$ cat src/rtl/eep_pkg.sv
package eep_pkg;

    typedef enum logic [1:0] {
        ST_IDLE  = 2'd0,
        ST_SHIFT = 2'd1,
        ST_READ  = 2'd2
    } eep_state_e;

    typedef enum logic [1:0] {
        OP_MISC  = 2'b00,
        OP_WRITE = 2'b01,
        OP_READ  = 2'b10,
        OP_ERASE = 2'b11
    } eep_op_e;

    // sub-codes carried in the two address MSBs of the misc opcode
    localparam logic [1:0] SUB_LOCK   = 2'b00;
    localparam logic [1:0] SUB_FILL   = 2'b01;
    localparam logic [1:0] SUB_WIPE   = 2'b10;
    localparam logic [1:0] SUB_UNLOCK = 2'b11;

endpackage

$ cat src/rtl/eep_pin_sync.sv
module eep_pin_sync #(
    parameter int STAGES = 2
) (
    input  logic clk,
    input  logic rst_n,
    input  logic cs,
    input  logic sck,
    input  logic di,
    output logic cs_s,
    output logic di_s,
    output logic sck_rise,
    output logic cs_rise
);
    // bit 2 = cs, bit 1 = sck, bit 0 = di
    genvar g;
    generate
        for (g = 0; g < STAGES; g++) begin : g_stage
            logic [2:0] q;
            if (g == 0) begin : g_first
                always_ff @(posedge clk or negedge rst_n) begin
                    if (!rst_n) q <= '0;
                    else        q <= {cs, sck, di};
                end
            end else begin : g_next
                always_ff @(posedge clk or negedge rst_n) begin
                    if (!rst_n) q <= '0;
                    else        q <= g_stage[g-1].q;
                end
            end
        end
    endgenerate

    logic [2:0] last;
    logic [2:0] prev_q;
    assign last = g_stage[STAGES-1].q;

    always_ff @(posedge clk or negedge rst_n) begin
        if (!rst_n) prev_q <= '0;
        else        prev_q <= last;
    end

    assign cs_s     = last[2];
    assign di_s     = last[0];
    assign sck_rise = last[1] & ~prev_q[1];
    assign cs_rise  = last[2] & ~prev_q[2];
endmodule

$ cat src/rtl/eep_prog_timer.sv
module eep_prog_timer #(
    parameter int CYCLES = 300000
) (
    input  logic clk,
    input  logic rst_n,
    input  logic start,
    input  logic long_op,
    output logic busy
);
    localparam int CNTW = $clog2(2 * CYCLES + 1);

    logic [CNTW-1:0] cnt_d, cnt_q;

    always_comb begin
        cnt_d = cnt_q;
        if (start)
            cnt_d = long_op ? CNTW'(2 * CYCLES) : CNTW'(CYCLES);
        else if (cnt_q != '0)
            cnt_d = cnt_q - 1'b1;
    end

    always_ff @(posedge clk or negedge rst_n) begin
        if (!rst_n) cnt_q <= '0;
        else        cnt_q <= cnt_d;
    end

    assign busy = (cnt_q != '0);
endmodule

$ cat src/rtl/eep_array.sv
module eep_array #(
    parameter int AW = 7,
    parameter int DW = 8
) (
    input  logic          clk,
    input  logic          rst_n,
    input  logic          we,
    input  logic          we_all,
    input  logic [AW-1:0] waddr,
    input  logic [DW-1:0] wdata,
    input  logic [AW-1:0] raddr,
    output logic [DW-1:0] rdata
);
    localparam int WORDS = 1 << AW;

    logic [DW-1:0] mem_q [WORDS];

    always_ff @(posedge clk or negedge rst_n) begin
        if (!rst_n) begin
            for (int i = 0; i < WORDS; i++) mem_q[i] <= '1;
        end else begin
            for (int i = 0; i < WORDS; i++)
                if (we_all || (we && waddr == AW'(i))) mem_q[i] <= wdata;
        end
    end

    assign rdata = mem_q[raddr];
endmodule

$ cat src/rtl/eep_slave.sv
module eep_slave
    import eep_pkg::*;
#(
    parameter bit WORD16      = 1'b0,
    parameter int PROG_CYCLES = 300000
) (
    input  logic clk,
    input  logic rst_n,
    input  logic cs,
    input  logic sck,
    input  logic di,
    output logic dout,
    output logic dout_oe
);
    localparam int DW   = WORD16 ? 16 : 8;
    localparam int AW   = WORD16 ? 6 : 7;
    localparam int HDR  = 2 + AW;
    localparam int FULL = HDR + DW;
    localparam int CW   = $clog2(FULL + 1);
    localparam int BW   = $clog2(DW);

    typedef struct packed {
        eep_state_e    state;
        logic [CW-1:0] cnt;
        logic [FULL-1:0] sreg;
        logic [AW-1:0] addr;
        logic [DW-1:0] oshift;
        logic [BW-1:0] obit;
        logic          rd_oe;
        logic          rd_bit;
        logic          wen;
        logic          pend;
        logic          stat;
    } ctl_t;

    ctl_t r_d, r_q;

    logic cs_s, di_s, sck_rise, cs_rise;
    logic busy;
    logic prog_start, prog_long;
    logic we, we_all;
    logic [AW-1:0] waddr, raddr;
    logic [DW-1:0] wdata, rdata;
    logic [FULL-1:0] shifted;
    logic [CW-1:0] cnt_inc;
    eep_op_e op_hdr, op_full;
    logic [1:0] sub;

    eep_pin_sync #(.STAGES(2)) i_sync (
        .clk(clk), .rst_n(rst_n), .cs(cs), .sck(sck), .di(di),
        .cs_s(cs_s), .di_s(di_s), .sck_rise(sck_rise), .cs_rise(cs_rise)
    );

    eep_prog_timer #(.CYCLES(PROG_CYCLES)) i_timer (
        .clk(clk), .rst_n(rst_n), .start(prog_start), .long_op(prog_long), .busy(busy)
    );

    eep_array #(.AW(AW), .DW(DW)) i_array (
        .clk(clk), .rst_n(rst_n), .we(we), .we_all(we_all), .waddr(waddr),
        .wdata(wdata), .raddr(raddr), .rdata(rdata)
    );

    assign shifted = {r_q.sreg[FULL-2:0], di_s};
    assign cnt_inc = r_q.cnt + 1'b1;
    assign op_hdr  = eep_op_e'(shifted[HDR-1 -: 2]);
    assign op_full = eep_op_e'(shifted[FULL-1 -: 2]);
    assign sub     = shifted[AW-1 -: 2];
    // header edge reads the fresh address; a streaming read fetches the next one
    assign raddr   = (r_q.state == ST_SHIFT) ? shifted[AW-1:0] : r_q.addr + 1'b1;

    always_comb begin
        r_d        = r_q;
        prog_start = 1'b0;
        prog_long  = 1'b0;
        we         = 1'b0;
        we_all     = 1'b0;
        waddr      = r_q.addr;
        wdata      = '1;

        if (!cs_s) begin
            r_d.state = ST_IDLE;
            r_d.cnt   = '0;
            r_d.rd_oe = 1'b0;
            r_d.stat  = 1'b0;
        end else begin
            if (cs_rise && r_q.pend) r_d.stat = 1'b1;
            case (r_q.state)
                ST_IDLE: begin
                    if (sck_rise && di_s && !busy) begin
                        r_d.state = ST_SHIFT;
                        r_d.cnt   = '0;
                        r_d.sreg  = '0;
                        r_d.stat  = 1'b0;
                        r_d.pend  = 1'b0;
                    end
                end
                ST_SHIFT: begin
                    if (sck_rise) begin
                        r_d.sreg = shifted;
                        r_d.cnt  = cnt_inc;
                        if (cnt_inc == CW'(HDR)) begin
                            r_d.addr  = shifted[AW-1:0];
                            r_d.state = ST_IDLE;
                            case (op_hdr)
                                OP_READ: begin
                                    r_d.state  = ST_READ;
                                    r_d.rd_oe  = 1'b1;
                                    r_d.rd_bit = 1'b0;
                                    r_d.oshift = rdata;
                                    r_d.obit   = '0;
                                end
                                OP_ERASE: begin
                                    if (r_q.wen) begin
                                        prog_start = 1'b1;
                                        we         = 1'b1;
                                        waddr      = shifted[AW-1:0];
                                        r_d.pend   = 1'b1;
                                    end
                                end
                                OP_WRITE: r_d.state = ST_SHIFT;
                                default: begin
                                    case (sub)
                                        SUB_UNLOCK: r_d.wen = 1'b1;
                                        SUB_LOCK:   r_d.wen = 1'b0;
                                        SUB_WIPE: begin
                                            if (r_q.wen) begin
                                                prog_start = 1'b1;
                                                we_all     = 1'b1;
                                                r_d.pend   = 1'b1;
                                            end
                                        end
                                        default: r_d.state = ST_SHIFT;
                                    endcase
                                end
                            endcase
                        end else if (cnt_inc == CW'(FULL)) begin
                            r_d.state = ST_IDLE;
                            if (r_q.wen) begin
                                prog_start = 1'b1;
                                r_d.pend   = 1'b1;
                                wdata      = shifted[DW-1:0];
                                if (op_full == OP_WRITE) begin
                                    we = 1'b1;
                                end else begin
                                    we_all    = 1'b1;
                                    prog_long = 1'b1;
                                end
                            end
                        end
                    end
                end
                ST_READ: begin
                    if (sck_rise) begin
                        r_d.rd_bit = r_q.oshift[DW-1];
                        r_d.oshift = {r_q.oshift[DW-2:0], 1'b0};
                        r_d.obit   = r_q.obit + 1'b1;
                        if (r_q.obit == BW'(DW - 1)) begin
                            r_d.obit   = '0;
                            r_d.addr   = r_q.addr + 1'b1;
                            r_d.oshift = rdata;
                        end
                    end
                end
                default: r_d.state = ST_IDLE;
            endcase
        end
    end

    always_ff @(posedge clk or negedge rst_n) begin
        if (!rst_n) r_q <= '0;
        else        r_q <= r_d;
    end

    assign dout    = r_q.stat ? ~busy : r_q.rd_bit;
    assign dout_oe = r_q.rd_oe | r_q.stat;

    // observation points for the bound checker
    eep_state_e    st_w;
    logic          wen_w, stat_w;
    logic [AW-1:0] addr_w;
    assign st_w   = r_q.state;
    assign wen_w  = r_q.wen;
    assign stat_w = r_q.stat;
    assign addr_w = r_q.addr;
endmodule

$ cat config.mk
export PLATFORM = sky130hd
export DESIGN_NAME = eep_slave
export DESIGN_NICKNAME = d
export VERILOG_FILES = /design/src/rtl/eep_pkg.sv /design/src/rtl/eep_pin_sync.sv /design/src/rtl/eep_prog_timer.sv /design/src/rtl/eep_array.sv /design/src/rtl/eep_slave.sv
export SDC_FILE = /design/constraint.sdc
export NUM_CORES = 2
export LEC_CHECK = 0
export ABC_AREA = 1
export BUFFER_PORTS_ARGS = -buffer_cell sky130_fd_sc_hd__buf_4
export CELL_PAD_IN_SITES_DETAIL_PLACEMENT = 0
export CELL_PAD_IN_SITES_GLOBAL_PLACEMENT = 1
export CORE_MARGIN = 1.5
export CORE_UTILIZATION = 50
export CTS_BUF_LIST = sky130_fd_sc_hd__clkbuf_8
export DETAILED_ROUTE_END_ITERATION = 7
export PLACE_DENSITY_LB_ADDON = 0.08
export SKIP_CTS_REPAIR_TIMING = 1
export SLEW_MARGIN = 20
export SYNTH_ARGS = -nofsm -noshare
export SYNTH_HDL_FRONTEND = slang
export SYNTH_SLANG_ARGS = --single-unit
$ cat constraint.sdc
create_clock -name clk -period 3.25 [get_ports clk]
set_input_delay 0.8125 -clock clk [delete_from_list [all_inputs] [get_ports clk]]
set_output_delay 0.8125 -clock clk [all_outputs]
set_load 0.005 [all_outputs]
# Word-level counts from Yosys, hierarchy flattened
# Index checks and enable logic that the tools add are counted.
# word_totals
word_cells	669
inputBits	5
output_inout_bits	2
reg_bits	1099
# op_classes
n_mux	78
n_eq_ne	156
magnitude_cmp	1
n_addsub	4
n_reduce_logical	279
bitwise	8
# op_table
operator	n
7-bit equality test, second input constant	64
7-bit by 6-bit equality test with 1-bit output, second input constant	32
1-bit logical AND	131
1-bit logical OR	128
7-bit by 5-bit equality test with 1-bit output, second input constant	16
8-bit two-way mux	8
20-bit two-way mux	3
8-bit binary-select mux with 7-bit select	1
7-bit by 4-bit equality test with 1-bit output, second input constant	8
7-bit two-way mux	8
46-bit two-way mux	1
22-bit case mux with 2 select lines	1
1-bit two-way mux	40
18-bit two-way mux	2
18-bit case mux with 2 select lines	1
7-bit by 3-bit equality test with 1-bit output, second input constant	4
24-bit two-way mux	1
21-bit two-way mux	1
20-bit nonzero test	1
20-bit by 1-bit subtractor with 20-bit output, second input constant	1
2-bit != test, second input constant	9
6-bit AND reduction	3
7-bit by 2-bit equality test with 1-bit output, second input constant	2
13-bit two-way mux	1
31 further kinds	59

# Longest topological paths before layout
# logic_depth
word_depth	11
depth_mapped	20
mapped_depth_nobuf	16

# Hierarchy
# From an unflattened synthesis, not the netlist that was laid out.
# unflattened
hier_cells	5461
area_unflattened_um2	55160.4
# modules_own_cells
module	seq_area_each_um2	cells_each	area_per_inst_um2	instances
eep_array	26905.8	4857	50608.5	1
eep_slave	1151.1	403	2989.1	1
eep_prog_timer	500.5	189	1342.5	1
eep_pin_sync	200.2	12	220.2	1

# Least setup slack after synthesis
# Ideal clock, no wire load.
# synth_path
path_type	reg2reg
from	reg r_q[40] (netlist bit)
to	reg i_array.mem_q[154] (netlist bit)
stages_incl_launch_ff	15
setup_time_ps	61
arrival_ps	2792
required_ps	3189
synth_period_minus_slack_ps	2853
path_slack_ps	397
path_buffers	1
path_cell_list	dfrtp_1 ha_1 nand3_1 xor2_1 inv_1 nor3_1 nand2_2 o21ai_2 inv_2 buf_4 nor3_4 nand2_4 nand2_2 nand2_1 nand2_1
# synth_via
elab_chain_len	9
elab_cells_between_ends	25
classes_between	1 x add/sub; 3 x eq/ne; 19 x mux; 2 x reduce/logical
# synth_rtl
item	line	text
start: declaration	eep_slave.sv:36	ctl_t r_d, r_q;
start signal: assignment	eep_slave.sv:171	else r_q <= r_d;
5-bit by 1-bit adder with 5-bit output (*)	eep_slave.sv:64	assign cnt_inc = r_q.cnt + 1'b1;
5-bit by 4-bit equality test with 1-bit output / 5-bit equality test (equally long branches)	eep_slave.sv:101, eep_slave.sv:136	
7-bit two-way mux / 1-bit two-way mux (equally long branches)	eep_slave.sv:101, eep_slave.sv:136	
7-bit two-way mux / 1-bit two-way mux (equally long branches)	eep_slave.sv:98, eep_slave.sv:101	
7-bit two-way mux / 1-bit two-way mux (equally long branches)	eep_slave.sv:87, eep_slave.sv:98	
7-bit two-way mux / 1-bit two-way mux (equally long branches)	eep_slave.sv:80, eep_slave.sv:87	
7-bit equality test / 1-bit two-way mux (equally long branches)	eep_array.sv:23, eep_slave.sv:80	
1-bit logical AND	eep_array.sv:23	if (we_all || (we && waddr == AW'(i))) mem_q[i] <= wdata;
1-bit logical OR	eep_array.sv:23	
end signal: indexed assignment	eep_array.sv:23	
end: declaration	eep_array.sv:16	logic [DW-1:0] mem_q [WORDS];
# Mark *: on every way between the ends. The rest lies on a longest branch, timed or not.
# A chain may end at the register's enable or synchronous reset.

# Worst setup path after layout
# layout_path
from	reg i_timer.cnt_q[1]
to	out dout
# layout_via
elab_chain_len	3
# layout_rtl
item	line	text
start: declaration	eep_prog_timer.sv:12	logic [CNTW-1:0] cnt_d, cnt_q;
start signal: assignment	eep_prog_timer.sv:24	else cnt_q <= cnt_d;
20-bit nonzero test	eep_prog_timer.sv:27	assign busy = (cnt_q != '0);
1-bit NOT	eep_slave.sv:174	assign dout = r_q.stat ? ~busy : r_q.rd_bit;
1-bit two-way mux	eep_slave.sv:174	
end: declaration	eep_slave.sv:12	output logic dout,
# Every way passes these cells.

==> results.txt <==
----------------------------------------------------
[CTS]
  Clock latency reported for the late side of the worst-skew pair ... 0.93 ns
  Inserted Clock Buffers ... 192
  TritonCTS clock tree ... yes
  Clk buf depth ... 3
  H-tree lvl count ... 4
  TritonCTS Sinks ... 1098
  Clock root buffer ... clkbuf_8
  Clock transition time at the flip-flop clock pins of the worst setup and hold paths ... 0.06 ns

[Worst hold path]
  Destination of the worst hold path ... i_sync.prev_q[1]
  Min-Delay Path Class ... flip-flop to flip-flop
  Startpoint of the worst hold path ... i_sync.g_stage[1].q[1]
  Worst hold path stage count ... 0

[Global routing]
  Number of antenna violations at the first check in global routing ... 1
  Total routing usage reported by global routing ... 32.5%
  Leftover overflow at the end of global routing ... 0
  Wire length of the first global-routing pass ... 299000 um
  Vias in the first global route ... 49724
  Pin count of the biggest net entering global routing ... 100

[Setup path]
  Largest fanout on the critical path ... 3
  R2R Path End ... i_array.mem_q[365]
  Type of destination of the critical path ... output pin
  Number of cells on the worst reg-to-reg path ... 16
  Startpoint-to-endpoint class of the critical path ... flip-flop to output pin
  Category of the worst setup path launch point ... flip-flop
  Reg2Reg Setup Slack ... 0.13 ns
  Source of the worst register-to-register timing path ... r_q[40]
  Worst EP arrival ... 2.51 ns
  Data required, critical path ... 2.44 ns

[Drt]
  Remaining antenna violation count ... 0
  First DRT Iteration DRCs ... 4876
  Final routed DRC violation total ... 0
  Post-detailed-routing wire length ... 196000 um
  First drt pass iteration count ... 6
  Routed via count divided by cell count ... 5.47
  Wire per inst ... 20.3 um
  Via count ... 52834

[STA]
  Final period demand of the worst path ... 3.33 ns
  Least setup slack across all paths after layout ... -0.0759 ns
  Final hold violations ... 0
  Setup tns final ... -0.0759 ns
  Slew Limit Fails ... 0
  Final setup vio count ... 1
  Setup repair after global routing missed its margin ... yes
  Maximum frequency from static timing analysis ... 0.301 GHz
  Relative slew slack ... 51.6%
  Measured slew at the worst slew-check pin ... 0.726 ns
  Final period utilization ... 102%
  Worst setup skew after layout ... 0.0226 ns

[Synthesis]
  Unique cell type count in the Yosys netlist ... 39
  Avg Synthesized Cell Area ... 7.37 sq um
  Number of synthesized register bits ... 1098
  Synth Net Count ... 7946
  Post-Synth Simple-Gate Area ... 36.8%
  Fraction of the mapped netlist area in adder cells ... 0.300%
  Proportion of synthesized area in mux cells ... 0.0171%
  Count of synthesis-stage warnings from yosys ... 0
  Main combinational cell family by area after synthesis ... simple AND/OR/NAND/NOR gates
  Sequential-to-total area share from yosys stat ... 49.2%
  Netlist area before placement ... 0.0585 sq mm
  Number of enable-type register cells in the synthesized netlist ... 0
  Area share of xor/xnor cells in the synthesized design ... 0.270%
  Most used flip-flop cell after synthesis ... dfstp_2
  Number of instances in the synthesized netlist ... 7927
  Proportion of synthesized flip-flops having asynchronous set or reset ... 100%
  Synth Area in Compound Gates ... 4.56%

[Run status]
  Violations in the final reports ... setup timing
  Run status ... complete, but fails checks

[Power]
  Cell leakage power ... 31.3 nW
  Power per standard cell area ... 519 mW/mm^2
  Maximum vdd ir drop ... 0.461 mV
  Post-layout total power ... 34.7 mW

[Placement]
  Weighted congestion at the end of routability-driven global placement ... 0.919
  Pre-CTS worst setup slack ... -0.258 ns
  Placed wire-length estimate ... 123000 um
  Instance area at placement ... 0.0623 sq mm
  Buffers on Ports ... 6

[Floorplanning]
  Die Y-Extent ... 345 um
  Width of the die ... 345 um
  Area of the die ... 0.119 sq mm
  Effective utilization at floorplan ... 50.4%
  Ports placed on the boundary ... 7
  Core Area ... 0.116 sq mm
  Row Count ... 125

[Layout]
  Layout area overhead ... 14.4%
  Fraction of layout instances using a drive strength above 1 ... 23.2%
  Final-stage net count ... 7987
  Filler instances ... 11046
  Post-route design area ... 0.0668 sq mm

[Flow run]
  Max capacitance violation total ... 0

----------------------------------------------------
-- worst max-delay path, stage by stage (launching register included) --
cell and delay (ns):
dfrtp_1 0.40, inv_2 0.08, ha_4 0.15, nand2_4 0.06
nor2_4 0.09, nand4_1 0.19, nor2_2 0.19, nand2_2 0.10
a21oi_4 0.21, buf_6 0.12
-- flip-flops by register name, summed over array words and instances (netlist names) --
signal	cells
i_sync.prev_q	2
i_array.mem_q	1024
op_hdr	2
st_w	2
i_sync.g_stage.q	6
addr_w	7
op_full	2
i_timer.cnt_q	20
wen_w	1
stat_w	1
r_q	31
-- layout make-up --
class	instances	area (sq um)	share of cell area [%]
Sequential cell	1098	28800	43.0
Antenna cell	4	10.0	0.0150
Timing Repair Buffer	335	4090	6.11
Clock inverter	101	459	0.687
Multi-Input combinational cell	5467	24800	37.1
Tap cell	1524	1910	2.85
Clock buffer	251	3450	5.17
Inverter	874	3350	5.02
-- kinds of logic after synthesis --
family | Yosys count
AOI/OAI and AO/OA | 510
muxes | 1
buffers and inverters | 1362
adders and majority gates | 14
xor gates and xnor gates | 18
and+or+nand+nor | 4924
DFF | 1098
-- layout by cell type (no fill, tap or decap), types with 5 or more instances in the layout --
master	n
a21oi_1	19
buf_12	108
buf_16	5
buf_4	208
clkbuf_16	5
clkbuf_8	251
clkinv_2	20
clkinvlp_4	7
dfrtp_1	73
dfstp_2	1024
ha_1	13
inv_1	927
inv_2	5
inv_6	10
nand2_1	2979
nand2_2	97
nand2_4	77
nand3_1	1631
nand4_1	6
nor2_1	77
nor2_2	12
nor2_4	8
nor3_1	10
nor3_4	12
nor4_1	6
o211ai_1	15
o21ai_0	438
o21ai_2	5
o21ai_4	9
o31ai_1	5
o32ai_1	6
xnor2_1	6
xor2_1	12
-- worst max-delay path by stage --
stage	slack, ns	endpoint	from	cells past startpoint
floorplan	0.40	i_array.mem_q[154]	r_q[40]	14
global placement	-0.29	i_array.mem_q[251]	r_q[40]	12
global route	-0.24	dout	i_timer.cnt_q[2]	8
CTS	-0.66	dout	i_timer.cnt_q[0]	9
detailed placement	-0.26	i_array.mem_q[723]	r_q[40]	13
finish	-0.08	dout	i_timer.cnt_q[1]	9
-- per-stage QoR --
step / hold slack (ns) / util, % / std cells
final: 0.388 / 57.6 / 9654
after global routing: 0.403 / 57.6 / 9652
after CTS: -0.126 / 57.1 / 9626
after detailed placement: 0.367 / 53.7 / 9274
after global placement: 0.361 / 53.7 / 9274
after floorplan: 0.331 / - / 7927
-- where the power goes --
part	leakage (nW)	internal, mW	total [mW]	switching [mW]
registers	11.6	13.8	13.8	0.0330
logic	17.5	2.30	7.86	5.56
clock network	2.28	6.89	13.0	6.12
total	31.3	23.0	34.7	11.7
-- synth_stat cells (8+ instances only) --
library cell	instances	area, sq um
o21ai_1	8	40.0
nor2_2	8	50.1
nand2_2	77	482
inv_2	12	45.0
nor3_1	11	55.1
clkbuf_1	337	1260
nor2_1	88	330
dfstp_2	1024	26900
nand3_1	1634	8180
ha_1	14	175
o21ai_0	444	2220
buf_4	9	67.6
xor2_1	12	105
a21oi_1	20	100
buf_2	46	230
inv_1	860	3230
nand2_1	3009	11300
nor3_4	12	195
buf_1	96	360
o211ai_1	15	113
dfrtp_1	74	1850
nand2_4	67	754
-- layer usage --
metal | global-route usage, % | part of all wire, % | vias to the layer above
met3 | 5.39 | 7.5 | 323
met2 | 49.8 | 45 | 1931
met5 | 0 | 0 | -
li1 | - | - | 25068
met1 | 46.4 | 44 | 25512
met4 | 11.9 | 3.4 | 0
Note: power is estimated with default switching activity, not from simulation.
